[config.mk]
export PLATFORM = sky130hd
export DESIGN_NAME = ctlreg_twi_slave
export DESIGN_NICKNAME = d
export VERILOG_FILES = /design/src/rtl/ctlreg_pkg.sv /design/src/rtl/twi_sync.sv /design/src/rtl/ctlreg_bank.sv /design/src/rtl/ctlreg_twi_slave.sv
export SDC_FILE = /design/constraint.sdc
export NUM_CORES = 1
export LEC_CHECK = 0
export ABC_AREA = 1
export BUFFER_PORTS_ARGS = -buffer_cell sky130_fd_sc_hd__buf_2
export CORE_MARGIN = 8
export CORE_UTILIZATION = 65
export CTS_BUF_LIST = sky130_fd_sc_hd__clkbuf_8
export CTS_CLUSTER_DIAMETER = 80
export CTS_CLUSTER_SIZE = 20
export DETAILED_ROUTE_END_ITERATION = 8
export PLACE_DENSITY_LB_ADDON = 0.15
export SETUP_SLACK_MARGIN = 0.05
export SLEW_MARGIN = 10
export SYNTH_ARGS = -nofsm -noshare
export SYNTH_HDL_FRONTEND = slang
export SYNTH_SLANG_ARGS = --single-unit
export TNS_END_PERCENT = 1
[constraint.sdc]
create_clock -name clk -period 1.95 [get_ports clk]
set_input_delay 0.195 -clock clk [delete_from_list [all_inputs] [get_ports clk]]
set_output_delay 0.195 -clock clk [all_outputs]
set_load 0.02 [all_outputs]
[src/rtl/ctlreg_pkg.sv]
package ctlreg_pkg;

    localparam int NREG      = 8;      // control registers
    localparam int PTR_W     = 5;      // offset field width in the command
    localparam int IDX_W     = $clog2(NREG);
    localparam int RO_IDX    = 7;      // identification byte, read-only
    localparam int NOUT      = 4;      // output-enable bits
    localparam int SYNC_N    = 2;      // synchronizer depth
    localparam logic [6:0] DEV_ADDR  = 7'h69;
    localparam logic [7:0] BLK_COUNT = 8'(NREG);

    typedef enum logic [3:0] {
        S_IDLE,
        S_ADDR,
        S_CMD,
        S_WCNT,
        S_WDATA,
        S_ACK,
        S_TX,
        S_TXACK,
        S_SKIP
    } twi_state_e;

    function automatic logic [7:0] reg_default(input int idx);
        case (idx)
            0:       return 8'h7C;
            1:       return 8'h00;
            2:       return 8'hEB;
            3:       return 8'hAF;
            4:       return 8'h01;
            5:       return 8'h00;
            6:       return 8'h13;
            7:       return 8'h01;
            default: return 8'h00;
        endcase
    endfunction

endpackage

[src/rtl/twi_sync.sv]
module twi_sync #(
    parameter int STAGES = 2
) (
    input  logic clk,
    input  logic rst_n,
    input  logic scl_i,
    input  logic sda_i,
    output logic scl_s,
    output logic sda_s,
    output logic scl_rise,
    output logic scl_fall,
    output logic bus_start,
    output logic bus_stop
);

    // STAGES flops of synchronization plus one for edge history
    logic [STAGES:0] scl_pipe;
    logic [STAGES:0] sda_pipe;

    always_ff @(posedge clk or negedge rst_n) begin
        if (!rst_n) begin
            scl_pipe <= '1;
            sda_pipe <= '1;
        end else begin
            scl_pipe <= {scl_pipe[STAGES-1:0], scl_i};
            sda_pipe <= {sda_pipe[STAGES-1:0], sda_i};
        end
    end

    logic scl_q, sda_q;
    assign scl_s = scl_pipe[STAGES-1];
    assign sda_s = sda_pipe[STAGES-1];
    assign scl_q = scl_pipe[STAGES];
    assign sda_q = sda_pipe[STAGES];

    assign scl_rise  = scl_s & ~scl_q;
    assign scl_fall  = ~scl_s & scl_q;
    assign bus_start = scl_s & scl_q & sda_q & ~sda_s;
    assign bus_stop  = scl_s & scl_q & ~sda_q & sda_s;

endmodule

[src/rtl/ctlreg_bank.sv]
module ctlreg_bank
    import ctlreg_pkg::*;
(
    input  logic             clk,
    input  logic             rst_n,
    input  logic             wr_en,
    input  logic [PTR_W-1:0] wr_addr,
    input  logic [7:0]       wr_data,
    input  logic [PTR_W-1:0] rd_addr,
    output logic [7:0]       rd_data,
    output logic [NOUT-1:0]  out_en,
    output logic             spread_sel,
    output logic             spread_en,
    output logic             freq_sel,
    output logic             test_mode,
    output logic             test_ref_sel
);

    localparam logic [PTR_W-1:0] NREG_P = PTR_W'(NREG);
    localparam logic [PTR_W-1:0] RO_P   = PTR_W'(RO_IDX);

    logic [NREG-1:0][7:0] reg_q;

    for (genvar i = 0; i < NREG; i++) begin : g_reg
        localparam logic [7:0] DEF = reg_default(i);
        if (i == RO_IDX) begin : g_ro
            assign reg_q[i] = DEF;
        end else begin : g_rw
            logic [7:0] q;
            always_ff @(posedge clk or negedge rst_n) begin
                if (!rst_n)
                    q <= DEF;
                else if (wr_en && wr_addr == PTR_W'(i))
                    q <= wr_data;
            end
            assign reg_q[i] = q;
        end
    end

    assign rd_data = (rd_addr < NREG_P) ? reg_q[rd_addr[IDX_W-1:0]] : 8'h00;

    assign out_en       = reg_q[0][3 +: NOUT];
    assign spread_sel   = reg_q[2][7];
    assign spread_en    = reg_q[2][2];
    assign freq_sel     = reg_q[2][0];
    assign test_ref_sel = reg_q[6][7];
    assign test_mode    = reg_q[6][6];

    // a write to a writable offset is visible on the next cycle
    a_r3_write_lands: assert property (@(posedge clk) disable iff (!rst_n)
        (wr_en && wr_addr < NREG_P && wr_addr != RO_P)
        |=> (reg_q[$past(wr_addr[IDX_W-1:0])] == $past(wr_data)));

    // writes to the read-only byte or past the end leave the bank untouched
    a_r7_ignored_write: assert property (@(posedge clk) disable iff (!rst_n)
        (wr_en && (wr_addr >= NREG_P || wr_addr == RO_P)) |=> $stable(reg_q));

endmodule

[src/rtl/ctlreg_twi_slave.sv]
module ctlreg_twi_slave
    import ctlreg_pkg::*;
(
    input  logic            clk,
    input  logic            rst_n,
    input  logic            scl_i,
    input  logic            sda_i,
    output logic            sda_oe,
    output logic [NOUT-1:0] out_en,
    output logic            spread_sel,
    output logic            spread_en,
    output logic            freq_sel,
    output logic            test_mode,
    output logic            test_ref_sel
);

    logic scl_s, sda_s, scl_rise, scl_fall, bus_start, bus_stop;

    twi_sync #(.STAGES(SYNC_N)) u_sync (
        .clk       (clk),
        .rst_n     (rst_n),
        .scl_i     (scl_i),
        .sda_i     (sda_i),
        .scl_s     (scl_s),
        .sda_s     (sda_s),
        .scl_rise  (scl_rise),
        .scl_fall  (scl_fall),
        .bus_start (bus_start),
        .bus_stop  (bus_stop)
    );

    twi_state_e       st, nxt_st;
    logic [3:0]       bitcnt;
    logic [7:0]       shreg;
    logic [PTR_W-1:0] ptr;
    logic             cnt_pend;
    logic             ack_ph;
    logic             m_ack;

    logic [7:0] rx_byte, rd_data, tx_next;
    logic       byte_end, wr_en;

    assign rx_byte  = {shreg[6:0], sda_s};
    assign byte_end = scl_rise && (bitcnt == 4'd7);
    assign tx_next  = cnt_pend ? BLK_COUNT : rd_data;

    ctlreg_bank u_bank (
        .clk          (clk),
        .rst_n        (rst_n),
        .wr_en        (wr_en),
        .wr_addr      (ptr),
        .wr_data      (rx_byte),
        .rd_addr      (ptr),
        .rd_data      (rd_data),
        .out_en       (out_en),
        .spread_sel   (spread_sel),
        .spread_en    (spread_en),
        .freq_sel     (freq_sel),
        .test_mode    (test_mode),
        .test_ref_sel (test_ref_sel)
    );

    // state register and byte datapath
    always_ff @(posedge clk or negedge rst_n) begin
        if (!rst_n) begin
            st       <= S_IDLE;
            nxt_st   <= S_IDLE;
            bitcnt   <= '0;
            shreg    <= '0;
            ptr      <= '0;
            cnt_pend <= 1'b0;
            ack_ph   <= 1'b0;
            m_ack    <= 1'b0;
        end else if (bus_stop) begin
            st     <= S_IDLE;
            ack_ph <= 1'b0;
        end else if (bus_start) begin
            st     <= S_ADDR;
            bitcnt <= '0;
            ack_ph <= 1'b0;
        end else begin
            unique case (st)
                S_IDLE, S_SKIP: ;
                S_ADDR, S_CMD, S_WCNT, S_WDATA: begin
                    if (scl_rise) begin
                        shreg  <= rx_byte;
                        bitcnt <= bitcnt + 4'd1;
                    end
                    if (byte_end) begin
                        bitcnt <= '0;
                        st     <= S_ACK;
                        if (st == S_ADDR) begin
                            if (rx_byte[7:1] != DEV_ADDR)
                                st <= S_SKIP;
                            nxt_st <= rx_byte[0] ? S_TX : S_CMD;
                        end else if (st == S_CMD) begin
                            if (rx_byte[6:5] != 2'b00 ||
                                (!rx_byte[7] && rx_byte[4:0] != 5'd0)) begin
                                st <= S_SKIP;
                            end else begin
                                ptr      <= rx_byte[PTR_W-1:0];
                                cnt_pend <= !rx_byte[7];
                                nxt_st   <= rx_byte[7] ? S_WDATA : S_WCNT;
                            end
                        end else if (st == S_WCNT) begin
                            cnt_pend <= 1'b0;
                            nxt_st   <= S_WDATA;
                        end else begin
                            if (ptr != '1)
                                ptr <= ptr + 1'b1;
                            nxt_st <= S_WDATA;
                        end
                    end
                end
                S_ACK: begin
                    if (scl_fall) begin
                        if (!ack_ph) begin
                            ack_ph <= 1'b1;
                        end else begin
                            ack_ph <= 1'b0;
                            st     <= nxt_st;
                            bitcnt <= '0;
                            if (nxt_st == S_TX)
                                shreg <= tx_next;
                        end
                    end
                end
                S_TX: begin
                    if (scl_rise)
                        bitcnt <= bitcnt + 4'd1;
                    if (scl_fall) begin
                        if (bitcnt == 4'd8) begin
                            st     <= S_TXACK;
                            bitcnt <= '0;
                            m_ack  <= 1'b0;
                        end else begin
                            shreg <= {shreg[6:0], 1'b0};
                        end
                    end
                end
                S_TXACK: begin
                    if (scl_rise) begin
                        if (sda_s) begin
                            st <= S_SKIP;
                        end else begin
                            m_ack <= 1'b1;
                            if (cnt_pend)
                                cnt_pend <= 1'b0;
                            else if (ptr != '1)
                                ptr <= ptr + 1'b1;
                        end
                    end
                    if (scl_fall && m_ack) begin
                        st    <= S_TX;
                        shreg <= tx_next;
                        m_ack <= 1'b0;
                    end
                end
                default: st <= S_IDLE;
            endcase
        end
    end

    // outputs
    always_comb begin
        sda_oe = 1'b0;
        wr_en  = 1'b0;
        unique case (st)
            S_ACK:   sda_oe = ack_ph;
            S_TX:    sda_oe = !shreg[7];
            S_WDATA: wr_en  = byte_end && !bus_start && !bus_stop;
            default: ;
        endcase
    end

    // the pull-down only moves while the synchronized bus clock is low
    a_r9_sda_moves_low: assert property (@(posedge clk) disable iff (!rst_n)
        !$stable(sda_oe) |-> !scl_s);

    // a foreign address sends the machine to the ignore state
    a_r1_foreign_skip: assert property (@(posedge clk) disable iff (!rst_n)
        (st == S_ADDR && byte_end && rx_byte[7:1] != DEV_ADDR) |=> (st == S_SKIP));

    // a command with a nonzero chip-select field is refused
    a_r2_bad_cs_skip: assert property (@(posedge clk) disable iff (!rst_n)
        (st == S_CMD && byte_end && rx_byte[6:5] != 2'b00) |=> (st == S_SKIP));

endmodule

==> results by group <==
Run status
  • Status: finished clean

Synth
  • Synth unique cells: 35
  • Synthesized Nets: 631
  • Ys flop type: dfrtp_1
  • Synth Area in Simple Gates: 30.9%
  • Top cells by area, synth: dfrtp_1 32%, dfstp_2 14%, nand2_1 14%
  • Sequential-to-total area share from yosys stat: 46.2%
  • Top cell type's share of synthesized area: 31.7%
  • Post-Synth XOR/XNOR Area: 0.179%
  • Synth Area per Inst: 7.88 µm²
  • Area leader, netlist: dfrtp_1
  • Largest family of logic cells by synthesized area: simple AND/OR/NAND/NOR gates
  • Post-Syn Instances: 621
  • Number of synthesized flops with an enable pin: 0
  • Mux share of post-synthesis cell area: 0%
  • Synth Area in Compound Gates: 13.3%
  • YS warnings: 0
  • Synthesized area: 4890 µm²
  • Flip-flop and latch count after synthesis: 89
  • Ys async rst share: 100%
  • Synthesized-area fraction occupied by adder cells: 1.53%

Floorplan
  • Boundary Pins: 14
  • Initial Utilization: 67.1%
  • Core footprint: 7290 µm²
  • Die width: 103 µm
  • Die Y: 103 µm
  • # rows: 31
  • Die ar.: 10600 µm²

Setup path
  • CP Data Arrival Time: 2080 ps
  • Setup crit start kind: register
  • CP Class: reg -> reg
  • Critical Path Fanout Max: 23
  • Crit end category: register
  • WP data required: 2240 ps

Worst hold path
  • Worst min path class: in -> async

Timing
  • Worst slew margin: 70.5%
  • Endpoints failing hold: 0
  • Achievable Freq: 0.559 GHz
  • Hold_ws: 248 ps
  • Worst Skew: 17.6 ps
  • Tmin final: 1790 ps
  • RSZ-0062 raised after global routing: true
  • Count of final max-slew check failures: 0
  • Final Setup Violations: 0
  • Tcrit/Tclk final: 91.8%
  • TNS Setup: 0 ps
  • Actual slew at the worst max-slew pin: 441 ps

Power
  • Switching Share: 40.4%
  • VDD IR-drop max: 0.785 mV
  • Comb pwr share: 37.1%
  • Switch Pwr: 2330 µW
  • Int Pwr: 3430 µW
  • PD cells: 1070 nW/µm²
  • Sequential Power Share: 37.3%
  • Pleak: 0.00253 µW
  • Clock share of power: 25.5%

Final layout
  • Commonest non-fill, non-tap cell in the layout: nand2_1
  • Layout area overhead: 9.72%
  • Filler instances: 612
  • Most frequent cells in the layout: 181 x nand2_1, 87 x o21ai_0, 61 x dfrtp_1
  • Nets@finish: 655
  • Ratio of cells with drive above 1 in the final layout: 20.3%
  • Fin area: 5370 µm²
  • Post-route core utilization: 73.6%
  • Antenna cells: 0

Placement
  • Post-DP HPWL: 8.94 mm
  • Gpl congestion: 0.919
  • Dpl cell area: 5100 µm²
  • I/O Buffers: 13

Route
  • Routed vias/inst: 5.77
  • Vias: 4319
  • Routed WL per cell: 16.3 µm
  • Drt initial violations: 314
  • DRC viols: 0
  • Routed wire length: 12.2 mm
  • Initial DRT Pass Iterations: 5
  • Post-DRT Antenna Nets: 0

Clock network
  • Total CTS buffers: 9
  • CTS tree: yes
  • Clk sink count: 89
  • Skew-Pair Late Insertion Delay: 370 ps
  • CTS Root Cell: clkbuf_8
  • Clk slew on worst S/H paths: 100 ps
  • H-tree depth: 3
  • Max Root-Sink Buffers: 2

GRT
  • Largest net degree at the start of global routing: 42
  • GR Util All Layers: 25.0%
  • First-pass GRT wire length: 20.2 mm
  • Vias in the first global route: 4061
  • GRT Residual Overflow: 0
  • Initial antenna violation count: 0

Run
  • Max-cap check violation count: 0
[area by class of cell]
cell class	instances	area, µm²	share of cell area (%)
Clock buffer	9	124	2.31
Clock inverter	7	106	1.98
Inverter	57	218	4.06
Multi-Input combinational cell	450	2250	41.9
Sequential cell	89	2260	42.1
Tap cell	99	124	2.31
Timing Repair Buffer	38	288	5.36
[cell usage after synthesis, types with 2 or more instances]
| library cell | number |
|---|---|
| a21oi_1 | 4 |
| a31oi_1 | 2 |
| buf_2 | 3 |
| buf_4 | 4 |
| buf_6 | 8 |
| clkbuf_1 | 10 |
| clkinv_1 | 3 |
| dfrtp_1 | 62 |
| dfstp_2 | 27 |
| ha_1 | 6 |
| inv_1 | 47 |
| inv_2 | 7 |
| nand2_1 | 181 |
| nand2_2 | 13 |
| nand2_4 | 7 |
| nand3_1 | 40 |
| nand4_1 | 11 |
| nor2_1 | 47 |
| nor2_2 | 5 |
| nor2_4 | 2 |
| nor3_1 | 8 |
| nor3_4 | 3 |
| o211ai_1 | 4 |
| o21ai_0 | 88 |
| o21ai_1 | 10 |
| o21ai_2 | 9 |
| o22ai_1 | 2 |
[repair_timing]
action | in CTS | in global routing
hold buffers | 3 | 0
resized for setup | 0 | 5
setup buffers | 0 | 0
hold endpoints to repair | 23 | 0
setup endpoints to repair | 0 | 34
[logic make-up after synthesis]
| family | after synthesis |
|---|---|
| compound gates | 120 |
| simple gates | 323 |
| fa+ha+maj | 6 |
| xor+xnor | 1 |
| flops | 89 |
| buf+inv | 82 |
[per-layer routing]
metal / track usage, % / routed length [µm] / vias to the layer above
met5: 0 / 0 / -
met4: 9.01 / 228 / 0
met3: 4.66 / 975 / 22
met2: 36.9 / 5310 / 183
met1: 35.8 / 5710 / 2054
li1: - / - / 2060
[stage by stage]
stage                     power, µW  setup slack (ps)  std cells
after floorplan                3510               122        621
after global placement         4190               164        730
after detailed placement       4250               108        730
after CTS                      5720              71.2        749
after global routing           6060              37.7        749
final                          5760               160        749
[power by group through the flow]
stage	Sequential [µW]	Combinational, µW	Clock, µW
6_report	2150	2140	1470
2_1_floorplan	2120	1390	0
5_1_grt	2170	2340	1550
4_1_cts	2150	2090	1480
3_3_place_gp	2170	2020	0
3_5_place_dp	2180	2070	0
[path summary, 6_finish.rpt]
check	startpoint	to	slack, ps	depth (start not counted)
min reg2reg	u_sync.sda_pipe[0]	u_sync.sda_pipe[1]	360	0
min	rst_n	u_bank.g_reg[1].g_rw.q[1]	250	2
max in group asynchronous	rst_n	u_bank.g_reg[3].g_rw.q[1]	1020	3
max	ptr[0]	ptr[1]	160	10
max reg2reg	ptr[0]	ptr[1]	160	10
min in group clk	u_sync.sda_pipe[0]	u_sync.sda_pipe[1]	360	0
[registers in the layout (all words and copies together) (netlist names), 3 cells and up]
| name | flops |
|---|---|
| ptr | 5 |
| bitcnt | 4 |
| u_sync.scl_pipe | 3 |
| st | 4 |
| shreg | 8 |
| u_bank.g.g_rw.q | 56 |
| nxt_st | 3 |
| u_sync.sda_pipe | 3 |
[worst max-delay path: stages, from the launching register on]
cell and delay [ps]:
dfrtp_1 420, buf_12 180, ha_1 180, nand2_1 50, nor2_1 160, nand2_1 150
o21ai_0 220, nand2_1 80, o21ai_0 70, nand3_1 100, nand2_1 100
No activity file was read; power rests on OpenSTA's default activity.
